$ cat src/rtl/cn_pkg.sv
package cn_pkg;
  typedef enum logic [1:0] {
    ADDR_EN_LO = 2'd0,
    ADDR_EN_HI = 2'd1,
    ADDR_PU_LO = 2'd2,
    ADDR_PU_HI = 2'd3
  } cnAddr_e;

  typedef struct packed {
    logic wrEnLo;
    logic wrEnHi;
    logic wrPuLo;
    logic wrPuHi;
    logic snapLoad;
  } cnStrobes_t;
endpackage

$ cat src/rtl/cn_datapath.sv
module cn_datapath
  import cn_pkg::*;
#(
  parameter int NUM_PINS    = 21,
  parameter int WORD_W      = 16,
  parameter int SYNC_STAGES = 2
) (
  input  logic                clk,
  input  logic                rstN,
  input  logic [NUM_PINS-1:0] pinIn,
  input  logic [NUM_PINS-1:0] pinIsOutput,
  input  logic                sleepMode,
  input  logic [1:0]          regAddr,
  input  logic [WORD_W-1:0]   regWdata,
  input  cnStrobes_t          strobes,
  output logic [WORD_W-1:0]   regRdata,
  output logic [NUM_PINS-1:0] portData,
  output logic [NUM_PINS-1:0] pullupEn,
  output logic                wakeOut,
  output logic                anyChange,
  output logic [NUM_PINS-1:0] enVec,
  output logic [NUM_PINS-1:0] puVec
);
  localparam int HI_W  = NUM_PINS - WORD_W;
  localparam int PAD_W = WORD_W - HI_W;

  logic [NUM_PINS-1:0] syncChain [SYNC_STAGES];
  logic [NUM_PINS-1:0] pinSync;
  logic [NUM_PINS-1:0] snapshot;

  // Synchronizer chain, one register per stage
  for (genvar s = 0; s < SYNC_STAGES; s++) begin : g_sync
    if (s == 0) begin : g_first
      always_ff @(posedge clk or negedge rstN) begin
        if (!rstN) syncChain[s] <= '0;
        else       syncChain[s] <= pinIn;
      end
    end else begin : g_next
      always_ff @(posedge clk or negedge rstN) begin
        if (!rstN) syncChain[s] <= '0;
        else       syncChain[s] <= syncChain[s-1];
      end
    end
  end
  assign pinSync  = syncChain[SYNC_STAGES-1];
  assign portData = pinSync;

  // Configuration registers, split across a low and a high word
  always_ff @(posedge clk or negedge rstN) begin
    if (!rstN) begin
      enVec <= '0;
      puVec <= '0;
    end else begin
      if (strobes.wrEnLo) enVec[WORD_W-1:0]        <= regWdata;
      if (strobes.wrEnHi) enVec[NUM_PINS-1:WORD_W] <= regWdata[HI_W-1:0];
      if (strobes.wrPuLo) puVec[WORD_W-1:0]        <= regWdata;
      if (strobes.wrPuHi) puVec[NUM_PINS-1:WORD_W] <= regWdata[HI_W-1:0];
    end
  end

  // Snapshot of the last levels that software read
  always_ff @(posedge clk or negedge rstN) begin
    if (!rstN)                 snapshot <= '0;
    else if (strobes.snapLoad) snapshot <= pinSync;
  end

  // Clocked compare and clockless wake compare
  assign anyChange = |((pinSync ^ snapshot) & enVec);
  assign wakeOut   = sleepMode & (|((pinIn ^ snapshot) & enVec));

  // Pull-up gating, one gate per pin
  for (genvar p = 0; p < NUM_PINS; p++) begin : g_pull
    assign pullupEn[p] = puVec[p] & ~pinIsOutput[p];
  end

  // Register readback
  always_comb begin
    unique case (cnAddr_e'(regAddr))
      ADDR_EN_LO: regRdata = enVec[WORD_W-1:0];
      ADDR_EN_HI: regRdata = {{PAD_W{1'b0}}, enVec[NUM_PINS-1:WORD_W]};
      ADDR_PU_LO: regRdata = puVec[WORD_W-1:0];
      default:    regRdata = {{PAD_W{1'b0}}, puVec[NUM_PINS-1:WORD_W]};
    endcase
  end
endmodule

$ cat src/rtl/cn_ctrl.sv
module cn_ctrl
  import cn_pkg::*;
(
  input  logic       clk,
  input  logic       rstN,
  input  logic       regWe,
  input  logic [1:0] regAddr,
  input  logic       portRd,
  input  logic       flagClr,
  input  logic       anyChange,
  output cnStrobes_t strobes,
  output logic       irqFlag
);
  always_comb begin
    strobes          = '0;
    strobes.snapLoad = portRd;
    if (regWe) begin
      unique case (cnAddr_e'(regAddr))
        ADDR_EN_LO: strobes.wrEnLo = 1'b1;
        ADDR_EN_HI: strobes.wrEnHi = 1'b1;
        ADDR_PU_LO: strobes.wrPuLo = 1'b1;
        default:    strobes.wrPuHi = 1'b1;
      endcase
    end
  end

  // Sticky flag: a mismatch wins over a clear in the same cycle
  always_ff @(posedge clk or negedge rstN) begin
    if (!rstN)          irqFlag <= 1'b0;
    else if (anyChange) irqFlag <= 1'b1;
    else if (flagClr)   irqFlag <= 1'b0;
  end
endmodule

$ cat src/rtl/pin_change_notifier.sv
module pin_change_notifier
  import cn_pkg::*;
#(
  parameter int NUM_PINS    = 21,
  parameter int WORD_W      = 16,
  parameter int SYNC_STAGES = 2
) (
  input  logic                clk,
  input  logic                rstN,
  input  logic [NUM_PINS-1:0] pinIn,
  input  logic [NUM_PINS-1:0] pinIsOutput,
  input  logic                sleepMode,
  input  logic                regWe,
  input  logic [1:0]          regAddr,
  input  logic [WORD_W-1:0]   regWdata,
  output logic [WORD_W-1:0]   regRdata,
  input  logic                portRd,
  output logic [NUM_PINS-1:0] portData,
  input  logic                flagClr,
  output logic                irqFlag,
  output logic                wakeOut,
  output logic [NUM_PINS-1:0] pullupEn
);
  cnStrobes_t          strobes;
  logic                anyChange;
  logic [NUM_PINS-1:0] enVec;
  logic [NUM_PINS-1:0] puVec;

  cn_ctrl ctrl_i (
    .clk      (clk),
    .rstN     (rstN),
    .regWe    (regWe),
    .regAddr  (regAddr),
    .portRd   (portRd),
    .flagClr  (flagClr),
    .anyChange(anyChange),
    .strobes  (strobes),
    .irqFlag  (irqFlag)
  );

  cn_datapath #(
    .NUM_PINS   (NUM_PINS),
    .WORD_W     (WORD_W),
    .SYNC_STAGES(SYNC_STAGES)
  ) dp_i (
    .clk        (clk),
    .rstN       (rstN),
    .pinIn      (pinIn),
    .pinIsOutput(pinIsOutput),
    .sleepMode  (sleepMode),
    .regAddr    (regAddr),
    .regWdata   (regWdata),
    .strobes    (strobes),
    .regRdata   (regRdata),
    .portData   (portData),
    .pullupEn   (pullupEn),
    .wakeOut    (wakeOut),
    .anyChange  (anyChange),
    .enVec      (enVec),
    .puVec      (puVec)
  );
endmodule

$ cat config.mk
export PLATFORM = sky130hd
export DESIGN_NAME = pin_change_notifier
export DESIGN_NICKNAME = d
export VERILOG_FILES = /design/src/rtl/cn_pkg.sv /design/src/rtl/cn_datapath.sv /design/src/rtl/cn_ctrl.sv /design/src/rtl/pin_change_notifier.sv
export SDC_FILE = /design/constraint.sdc
export NUM_CORES = 1
export LEC_CHECK = 0
export ABC_CLOCK_PERIOD_IN_PS = 1730
export BUFFER_PORTS_ARGS = -buffer_cell sky130_fd_sc_hd__buf_4
export CAP_MARGIN = 20
export CORE_MARGIN = 3
export CORE_UTILIZATION = 36
export DETAILED_ROUTE_END_ITERATION = 12
export GPL_TIMING_DRIVEN = 0
export HOLD_SLACK_MARGIN = 0.06
export PLACE_DENSITY = 0.61
export SKIP_LAST_GASP = 1
export SYNTH_ARGS = -nofsm -noshare
export SYNTH_HDL_FRONTEND = slang
export SYNTH_SLANG_ARGS = --single-unit
$ cat constraint.sdc
create_clock -name clk -period 1.73 [get_ports clk]
set_input_delay 0.4325 -clock clk [delete_from_list [all_inputs] [get_ports clk]]
set_output_delay 0.4325 -clock clk [all_outputs]
set_load 0.005 [all_outputs]
==> impl_metrics.env <==
export IMPL_total_power_mw=6.329
export IMPL_synth_ff_latch_count=106
export IMPL_syn_area_um2=4609
export IMPL_setup_viol=6
export IMPL_num_rows=40
export IMPL_cts_buffers=9
export IMPL_dp_hpwl_um=8246
export IMPL_critPathKind="reg -> out"
export IMPL_stdcell_area_um2=6111
export IMPL_layout_common_cells="buf_4, dfrtp_1, mux2_2"
export IMPL_intPower_mw=4.760
export IMPL_first_global_vias=3137
export IMPL_crit_path_start_kind="register"
export IMPL_worst_setup_path_end_kind="primary output"
export IMPL_coreArea_um2=12260
export IMPL_tritoncts="yes"
export IMPL_drt_iter0_markers=93
export IMPL_synth_area_leaders="dfrtp_1, mux2_2, xor2_1"
export IMPL_tightest_slew_ps=653.7
export IMPL_ios=126
export IMPL_clock_power_share=0.330
export IMPL_hold_viol=0
export IMPL_grt_setup_unrepaired="yes"
export IMPL_reg2reg_to="ctrl_i.irqFlag$_DFFE_PN0P_"
export IMPL_place_gp_congestion=0.7323
export IMPL_cts_htree_levels=3
export IMPL_dieArea_um2=14200
export IMPL_ys_seq_area_frac=0.5755
export IMPL_max_cap_violations=0
export IMPL_cp_required_ps=1300
export IMPL_status="finished, violations left"
export IMPL_hold_slack_ps=110.8
export IMPL_timing_hold_worst_class="in -> async"
export IMPL_pwr_share_seq=0.483
export IMPL_dp_cells=616
export IMPL_post_drt_wl_per_cell_um=16.87
export IMPL_r2r_slack_ps=260
export IMPL_cp_max_fo=2
export IMPL_track_usage=0.1553
export IMPL_failed_checks="setup timing"
export IMPL_stdcell_count=630
export IMPL_grt_first_pass_wirelength_um=17060
export IMPL_leakagePower_nw=2.840
export IMPL_r2r_start="dp_i.snapshot[9]$_DFFE_PN0P_"
export IMPL_fin_ws_ps=-515.1
export IMPL_drive_gt1_frac=0.5216
export IMPL_cts_buffer_depth=2
export IMPL_yosysUniqueCellTypes=21
export IMPL_syn_num_nets=388
export IMPL_post_route_period_util=1.298
export IMPL_placed_area_um2=5786
export IMPL_p_sw_frac=0.2479
export IMPL_crit_start="dp_i.snapshot[0]$_DFFE_PN0P_"
export IMPL_firstDrtPassIters=5
export IMPL_die_h_um=119.2
export IMPL_wirelength_um=10630
export IMPL_synth_area_leader_cell="dfrtp_1"
export IMPL_n_antenna_cell=0
export IMPL_clock_sinks=106
export IMPL_route_vias_total=2924
export IMPL_p_sw_mw=1.569
export IMPL_syn_area_per_cell_um2=14.31
export IMPL_gr_total_overflow=0
export IMPL_clkTransAtPathRegs_ps=70
export IMPL_syn_to_final_growth_pct=32.57
export IMPL_slew_viol_final=0
export IMPL_initial_core_util=0.3759
export IMPL_synth_top_area_frac=0.5755
export IMPL_ant_nets=0
export IMPL_finalNetCount=526
export IMPL_peakVddDrop_uv=460.8
export IMPL_combinationalPowerShare=0.187
export IMPL_drc_errors=0
export IMPL_syn_inst=322
export IMPL_setup_tns_ps=-1044
export IMPL_clk_latency_ps=340
export IMPL_r2r_cells=4
export IMPL_crit_arrival_ps=1810
export IMPL_grt_max_degree=58
export IMPL_crit_end="wakeOut"
export IMPL_clock_skew_ps=7.305
export IMPL_period_minus_slack_ps=2245
export IMPL_yosys_warnings=0
export IMPL_antenna_found_initial=0
export IMPL_relSlewSlack=0.5642
export IMPL_cts_root_buf="clkbuf_16"
export IMPL_portBuffers=125
export IMPL_die_w_um=119.2
export IMPL_mostFrequentLayoutCell="buf_4"
export IMPL_via_per_inst=4.641
export IMPL_fmax_mhz=445.4
export IMPL_power_density_nw_per_um2=1036
worst max-delay path: stages, from the launching register on:
cell,delay (ps)
dfrtp_1,400
xor2_1,150
a222oi_1,400
nand3_1,130
o31a_1,260
buf_4,140
through the flow:
stage | setup slack [ps] | utilization
finish | -515.1 | 0.4984
global route | -593.1 | 0.4984
CTS | -573.1 | 0.4972
detailed placement | -411.4 | 0.4718
global placement | -412.5 | 0.4696
floorplan | 22.00 | -
sequential cells by signal (all words and copies together) (netlist names):
signal	cells
dp_i.portData	21
dp_i.puVec	21
dp_i.syncChain	21
ctrl_i.irqFlag	1
dp_i.enVec	21
dp_i.snapshot	21
timing repair:
action / 4_1_cts / 5_1_grt
hold buffers: 0 / 0
setup buffers: 1 / 1
pin swaps: 4 / 2
gates resized for setup: 5 / 3
setup endpoints to repair: 16 / 6
gates cloned: 0 / 0
synth_stat cells, drive strengths merged:
cell    instances
mux2i          11
mux4            5
mux2           63
buf            28
nor2           11
xor2           42
nor2b          22
dfrtp         106
a22oi          19
o31a            1
a222oi          1
nor3b           1
a21oi           1
nand3           4
nand3b          2
nand4           3
clkbuf          1
or3             1
worst min-delay path by stage:
stage | endpoint | slack [ps] | depth (start not counted)
after global routing | dp_i.portData[1]$_DFF_PN0_ | 160 | 1
after floorplan | ctrl_i.irqFlag$_DFFE_PN0P_ | 140 | 0
after detailed placement | dp_i.portData[10]$_DFF_PN0_ | 330 | 0
after global placement | dp_i.portData[2]$_DFF_PN0_ | 330 | 0
after CTS | dp_i.portData[1]$_DFF_PN0_ | 140 | 1
final | dp_i.snapshot[1]$_DFFE_PN0P_ | 110 | 1
cell type report:
| type | instances | area (um2) |
|---|---|---|
| Tap cell | 168 | 210.2 |
| Fill cell | 1126 | 6151 |
| Clock inverter | 3 | 67.56 |
| Timing Repair Buffer | 128 | 984.7 |
| Clock buffer | 10 | 229.0 |
| Sequential cell | 106 | 2656 |
| Multi-Input combinational cell | 187 | 1737 |
| Buffer | 28 | 226.5 |
metal layers:
metal,global-route usage,routed length (um),up-vias
li1,-,-,1384
met1,0.2101,4805,1438
met2,0.2487,5036,90
met3,0.03609,658,12
met4,0.04779,125,0
met5,0,0,-
power by group through the flow:
stage          Combinational (mW)  Clock, mW  Sequential, mW
2_1_floorplan               0.661          0            2.98
3_3_place_gp                 1.17          0            3.09
3_5_place_dp                 1.19          0            3.11
4_1_cts                      1.20       2.13            3.06
5_1_grt                      1.32       2.23            3.10
6_report                     1.18       2.09            3.06
cell families after synthesis:
| logic type | Yosys count | synth area share |
|---|---|---|
| mux | 79 | 0.2022 |
| compound gates | 22 | 0.03610 |
| flops | 106 | 0.5755 |
| xor+xnor | 42 | 0.07980 |
| simple gates | 44 | 0.05863 |
| buf+inv | 29 | 0.04777 |
Power figures use the tool's default switching activity.
